`src/rtl/rlf_pkg.sv`:
```
package rlf_pkg;

    typedef enum logic [1:0] {
        ACC_NONE     = 2'd0,
        ACC_CACHED   = 2'd1,
        ACC_ROW_HIT  = 2'd2,
        ACC_ROW_MISS = 2'd3
    } acc_kind_e;

    function automatic acc_kind_e classify(input logic valid,
                                           input logic in_cache,
                                           input logic row_hit);
        if (!valid)
            return ACC_NONE;
        if (in_cache)
            return ACC_CACHED;
        return row_hit ? ACC_ROW_HIT : ACC_ROW_MISS;
    endfunction

    function automatic logic is_slow(input acc_kind_e k);
        return (k == ACC_ROW_HIT) || (k == ACC_ROW_MISS);
    endfunction

endpackage

```
`src/rtl/rlf_epoch.sv`:
```
module rlf_epoch
    import rlf_pkg::*;
#(
    parameter int EPOCH_LEN = 40
) (
    input  logic      clk,
    input  logic      rst,
    input  acc_kind_e kind,
    output logic      clear
);
    localparam int CW = (EPOCH_LEN > 1) ? $clog2(EPOCH_LEN) : 1;
    localparam logic [CW-1:0] LAST = CW'(EPOCH_LEN - 1);

    logic [CW-1:0] cnt;

    assign clear = is_slow(kind) && (cnt == LAST);

    always_ff @(posedge clk) begin
        if (rst)
            cnt <= '0;
        else if (clear)
            cnt <= '0;
        else if (is_slow(kind))
            cnt <= cnt + 1'b1;
    end

    // the access count never runs past the epoch length
    a_r8_epoch_bound: assert property (@(posedge clk) disable iff (rst)
        32'(cnt) < EPOCH_LEN);

endmodule

```
`src/rtl/rlf_table.sv`:
```
module rlf_table
    import rlf_pkg::*;
#(
    parameter int ROW_W     = 16,
    parameter int IDX_W     = 3,
    parameter int CNT_W     = 3,
    parameter int MISS_THR  = 3,
    parameter int REUSE_THR = 4
) (
    input  logic             clk,
    input  logic             rst,
    input  acc_kind_e        kind,
    input  logic [ROW_W-1:0] row,
    input  logic             clear,
    output logic             mig_valid,
    output logic [ROW_W-1:0] mig_row
);
    localparam int DEPTH = 1 << IDX_W;
    localparam int TAG_W = ROW_W - IDX_W;
    localparam logic [CNT_W-1:0] CMAX  = {CNT_W{1'b1}};
    localparam logic [CNT_W-1:0] M_THR = CNT_W'(MISS_THR);
    localparam logic [CNT_W-1:0] R_THR = CNT_W'(REUSE_THR);

    typedef struct packed {
        logic             vld;
        logic [TAG_W-1:0] tag;
        logic [CNT_W-1:0] miss;
        logic [CNT_W-1:0] reuse;
    } ent_t;

    ent_t tbl [DEPTH];

    logic [IDX_W-1:0] idx;
    logic [TAG_W-1:0] tg;
    ent_t             cur, nxt;
    logic             match, is_miss, fire, slow;

    always_comb begin
        idx     = row[IDX_W-1:0];
        tg      = row[ROW_W-1:IDX_W];
        cur     = tbl[idx];
        slow    = is_slow(kind);
        is_miss = (kind == ACC_ROW_MISS);
        match   = cur.vld && (cur.tag == tg);
        nxt.vld = 1'b1;
        nxt.tag = tg;
        if (match) begin
            nxt.reuse = (cur.reuse == CMAX) ? CMAX : cur.reuse + 1'b1;
            nxt.miss  = (is_miss && cur.miss != CMAX) ? cur.miss + 1'b1 : cur.miss;
        end else begin
            nxt.reuse = '0;
            nxt.miss  = is_miss ? CNT_W'(1) : '0;
        end
        fire = slow && !clear && (nxt.miss >= M_THR) && (nxt.reuse >= R_THR);
    end

    always_ff @(posedge clk) begin
        if (rst) begin
            for (int i = 0; i < DEPTH; i++)
                tbl[i] <= '0;
            mig_valid <= 1'b0;
            mig_row   <= '0;
        end else begin
            mig_valid <= 1'b0;
            if (clear) begin
                for (int i = 0; i < DEPTH; i++)
                    tbl[i] <= '0;
            end else if (slow) begin
                if (fire) begin
                    tbl[idx]  <= '0;
                    mig_valid <= 1'b1;
                    mig_row   <= row;
                end else begin
                    tbl[idx] <= nxt;
                end
            end
        end
    end

    logic any_vld;
    always_comb begin
        any_vld = 1'b0;
        for (int i = 0; i < DEPTH; i++)
            any_vld = any_vld | tbl[i].vld;
    end

    // an epoch wipe leaves no live entry behind
    a_r8_wipe_empties: assert property (@(posedge clk) disable iff (rst)
        $past(clear) |-> !any_vld);

    // the entry of a migrated row has been freed
    a_r6_entry_freed: assert property (@(posedge clk) disable iff (rst)
        mig_valid |-> !tbl[mig_row[IDX_W-1:0]].vld);

    // the wiping access never migrates
    a_r8_no_fire_on_wipe: assert property (@(posedge clk) disable iff (rst)
        $past(clear) |-> !mig_valid);

endmodule

```
`src/rtl/rlf_top.sv`:
```
module rlf_top
    import rlf_pkg::*;
#(
    parameter int ROW_W     = 16,
    parameter int IDX_W     = 3,
    parameter int CNT_W     = 3,
    parameter int MISS_THR  = 3,
    parameter int REUSE_THR = 4,
    parameter int EPOCH_LEN = 64
) (
    input  logic             clk,
    input  logic             rst,
    input  logic             acc_valid,
    input  logic [ROW_W-1:0] acc_row,
    input  logic             acc_row_hit,
    input  logic             acc_in_cache,
    output logic             mig_valid,
    output logic [ROW_W-1:0] mig_row
);
    acc_kind_e kind;
    logic      wipe;

    assign kind = classify(acc_valid, acc_in_cache, acc_row_hit);

    rlf_epoch #(.EPOCH_LEN(EPOCH_LEN)) u_epoch (
        .clk   (clk),
        .rst   (rst),
        .kind  (kind),
        .clear (wipe)
    );

    rlf_table #(
        .ROW_W     (ROW_W),
        .IDX_W     (IDX_W),
        .CNT_W     (CNT_W),
        .MISS_THR  (MISS_THR),
        .REUSE_THR (REUSE_THR)
    ) u_table (
        .clk       (clk),
        .rst       (rst),
        .kind      (kind),
        .row       (acc_row),
        .clear     (wipe),
        .mig_valid (mig_valid),
        .mig_row   (mig_row)
    );

    // a cache-resident access is never followed by a migrate
    a_r3_cached_ignored: assert property (@(posedge clk) disable iff (rst)
        $past(acc_valid && acc_in_cache) |-> !mig_valid);

    // a migrate always follows a slow-memory access
    a_r4_follows_access: assert property (@(posedge clk) disable iff (rst)
        mig_valid |-> $past(acc_valid && !acc_in_cache));

endmodule

```
`config.mk`:
```
export PLATFORM = sky130hd
export DESIGN_NAME = rlf_top
export DESIGN_NICKNAME = d
export VERILOG_FILES = /design/src/rtl/rlf_pkg.sv /design/src/rtl/rlf_epoch.sv /design/src/rtl/rlf_table.sv /design/src/rtl/rlf_top.sv
export SDC_FILE = /design/constraint.sdc
export NUM_CORES = 1
export LEC_CHECK = 0
export ABC_CLOCK_PERIOD_IN_PS = 9400
export CAP_MARGIN = 20
export CELL_PAD_IN_SITES_DETAIL_PLACEMENT = 1
export CELL_PAD_IN_SITES_GLOBAL_PLACEMENT = 1
export CORE_MARGIN = 2
export CORE_UTILIZATION = 56
export CTS_BUF_LIST = sky130_fd_sc_hd__clkbuf_2
export DETAILED_ROUTE_END_ITERATION = 12
export MAX_ROUTING_LAYER = met4
export PLACE_DENSITY_LB_ADDON = 0.25
export RECOVER_POWER = 100
export SYNTH_ARGS = -nofsm -noshare
export SYNTH_HDL_FRONTEND = slang
export SYNTH_SLANG_ARGS = --single-unit
```
`constraint.sdc`:
```
create_clock -name clk -period 9.4 [get_ports clk]
set_input_delay 1.88 -clock clk [delete_from_list [all_inputs] [get_ports clk]]
set_output_delay 1.88 -clock clk [all_outputs]
set_load 0.005 [all_outputs]
```
==> flow_summary.ini <==
[logic_synthesis]
yosys-top-cells-area = edfxtp_1 54%, nor3b_1 8.8%, mux4_2 6.4%
synth-simple-area-share_pct = 17.2
postSynthNetCount = 694
synthArstFlopShare_pct = 0
syn_inst = 669
synth.ff_latch_count = 183
muxShareOfSynthArea_pct = 10.6
ys_warn_count = 0
synth_edf_count = 160
synth_top_family_by_area = simple AND/OR/NAND/NOR gates
synth-seq-area-share_pct = 59.6
syn-cell-area_um2 = 8830
netlist.area_leader.share_pct = 54.4
synth_cell_types = 55
post_synth.cell_area_avg_um2 = 13.2
synth_xor_area_share_pct = 1.39
synth_top_cell_by_area = edfxtp_1
synth-compound-area-share_pct = 6.27
synthAdderAreaFrac_pct = 0.567
synth-main-ff-cell = edfxtp_1

[worst_setup_path]
r2r_cells = 12
critPathLaunch = acc_row[2]
critPathKind = input port to flip-flop
path_cells = clkbuf_1 > nor2_1 > a221oi_1 > o22ai_2 > ha_1 > ha_1 > nor3_1 > nand2_1 > or2_0 > a311o_1 > nor3_1 > buf_12 > nor3b_1
cp_data_required_time_ns = 9.90
worst_path_max_delay_cell = clkbuf_1
crit_family = simple AND/OR/NAND/NOR gates
cp-end-kind = flip-flop
timing.rr.start = u_table.tbl[6][3]
worstPathArrival_ns = 8.12
rrSetupSlack_ns = 4.70
crit_buf_inv = 2
cp.depth = 13
critPathLaunchType = input port
slowest_delay_ns = 1.68
r2r-end = u_table.tbl[7][11]
crit_end = u_table.tbl[7][11]
critPathMaxFanout = 136

[floorplan]
start_util_pct = 57.6
io_pins = 38
die_y_um = 130
core-area_um2 = 15300
dieArea_um2 = 16800
die_w_um = 130
rows = 45

[cells_and_area]
finish.utilization_pct = 61.1
drive_gt1_share_pct = 11.1
multi_input_area_um2 = 3170
n_fill_cell = 1538
stdcell_count = 890
fin_area_um2 = 9360
synthToLayoutAreaGrowth_pct = 6.00
layout.nets = 690
regArea_um2 = 5270

[clock_tree]
cts_tree = built
hold_buffers = 0
clock_path_buffers = 2
numCtsBuffers = 17
cts_root_buffer = clkbuf_2
cts_setup_buffers = 0
clk_latency_ns = 0.77
h-tree-depth = 4
clkSlewWorstSetupHoldPaths_ns = 0.23
cts-resized-gates = 0
clock_sinks = 183

[power]
powerDensity_nw_per_um2 = 154
power_mw = 1.44
p_int_mw = 1.08
leakagePower_nw = 3.11
pwr-share-seq_pct = 63.8
switchingPower_uw = 356
p_clk_share_pct = 26.3
p_sw_share_pct = 24.8
p_comb_share_pct = 10.0
ir_drop_v = 0.0000873

[sta]
timing.final.crit_share_pct = 81.0
skew_ns = 0.0239
setup-tns-final_ns = 0
finalSetupViolations = 0
slew_headroom_pct = -60.7
hold_viol_final = 0
rsz0062_at_grt = no
fin_crit_ns = 7.62
whs_ns = 0.483
slew_viol_final = 39
max_freq_mhz = 131
setup_ws_ns = 1.78
worst_pin_slew_ns = 2.41

[worst_hold_path]
hold_path.startpoint = u_table.mig_row[7]
hold_path_depth = 2
hold_path.class = flip-flop to flip-flop

[grt]
antenna_found_initial = 1
grt_max_degree = 137
grt_first_pass_wirelength_um = 36000
grt_pass1_vias = 6197
grtUsageTotal_pct = 30.6
grt_overflow = 0

[detailed_routing]
vias_per_cell = 6.60
drt-met1-wl_um = 9490
top_layer_used = met4
wl_per_cell_um = 26.3
dr.pass1.iters = 5
drt_iter0_markers = 546
wl_met2_um = 12000
drc = 0
drtAntennaViolNets = 0
dr_wl_met3_um = 1320
num_vias = 5873
totalWireLength_um = 23400

[place]
dp_slack_ns = 2.54
place.detailed.hpwl_um = 14600
place_congestion = 0.931
dp.cells = 855
placed_area_um2 = 9190
portBuffers = 37

[job]
drv_cap = 1

[status]
status = complete, but fails checks
violations = capacitance limit, slew limit
[worst reg2reg max path, cell delays in order (launching register included)]
cell	delay (ns)
edfxtp_1	0.42
mux2_1	0.30
a221o_1	0.30
a22o_1	0.30
ha_1	0.21
ha_1	0.23
nor3_1	0.50
nand2_1	0.10
or2_0	0.25
a311o_1	0.63
nor3_1	0.47
buf_12	0.45
nor3b_1	0.29
[synthesized netlist by cell type, types with 7 or more instances]
cell,n
mux4_2,25
a22oi_1,7
o31ai_1,16
nand4_1,19
dfxtp_1,23
buf_2,21
xnor2_1,8
nor3_1,30
buf_4,7
clkbuf_1,31
mux2i_1,28
edfxtp_1,160
nand2_1,30
a31oi_1,10
nor3b_1,104
a21oi_1,22
nor2_1,38
[cells in the final DEF (no fill, tap or decap), drive strengths merged, types with 7 or more instances in the layout]
| master | netlist | routed |
|---|---|---|
| a21oi | 22 | 22 |
| a22oi | 7 | 7 |
| a31oi | 10 | 10 |
| clkbuf | 34 | 29 |
| clkdlybuf4s50 | 0 | 15 |
| clkinv | 0 | 8 |
| dfxtp | 23 | 23 |
| dlygate4sd3 | 0 | 19 |
| edfxtp | 160 | 160 |
| mux2 | 8 | 8 |
| mux2i | 28 | 28 |
| mux4 | 25 | 25 |
| nand2 | 30 | 30 |
| nand4 | 21 | 21 |
| nor2 | 39 | 39 |
| nor3 | 30 | 30 |
| nor3b | 104 | 104 |
| o31ai | 16 | 16 |
| xnor2 | 8 | 8 |
[worst min path at each step]
stage                           to  slack, ns
2_1_floorplan       u_epoch.cnt[1]       0.45
3_5_place_dp   u_table.mig_row[12]       0.46
6_report        u_table.mig_row[7]       0.48
5_1_grt        u_table.mig_row[14]       0.52
3_3_place_gp    u_table.mig_row[2]       0.45
4_1_cts         u_table.mig_row[7]       0.49
[registers in the layout, indices dropped and copies added, names as in the netlist]
signal             count
u_table.tbl          160
u_table.mig_row       16
u_epoch.cnt            6
u_table.mig_valid      1
[area by class of cell]
type | instances | area share, %
antenna | 1 | 0.0267
clock buffer | 20 | 1.07
clock inverter | 12 | 1.18
inverter | 4 | 0.160
multi-input combinational | 410 | 33.9
sequential | 183 | 56.3
tap | 211 | 2.82
timing repair buffer | 49 | 4.56
[logic make-up (layout without fill, tap and decap cells)]
kind of cell,Yosys count,after routing
flops,183,183
xor+xnor,14,14
fa+ha+maj,4,4
simple gates,252,252
buf+inv,76,85
mux,61,61
other cells,0,1
compound gates,79,79
[power groups by stage]
stage	Sequential (mW)	Clock (mW)	Combinational [mW]
after floorplan	0.930	0	0.0998
after global placement	0.931	0	0.139
after detailed placement	0.934	0	0.145
after CTS	0.916	0.383	0.145
after global routing	0.919	0.410	0.153
final	0.916	0.378	0.143
[metal layers]
layer | track usage, % | vias to the layer above
met1 | 38.1 | 3032
met2 | 50.7 | 227
met4 | 11.5 | 0
met5 | - | -
li1 | - | 2567
met3 | 5.37 | 47
Power figures use the tool's default switching activity.
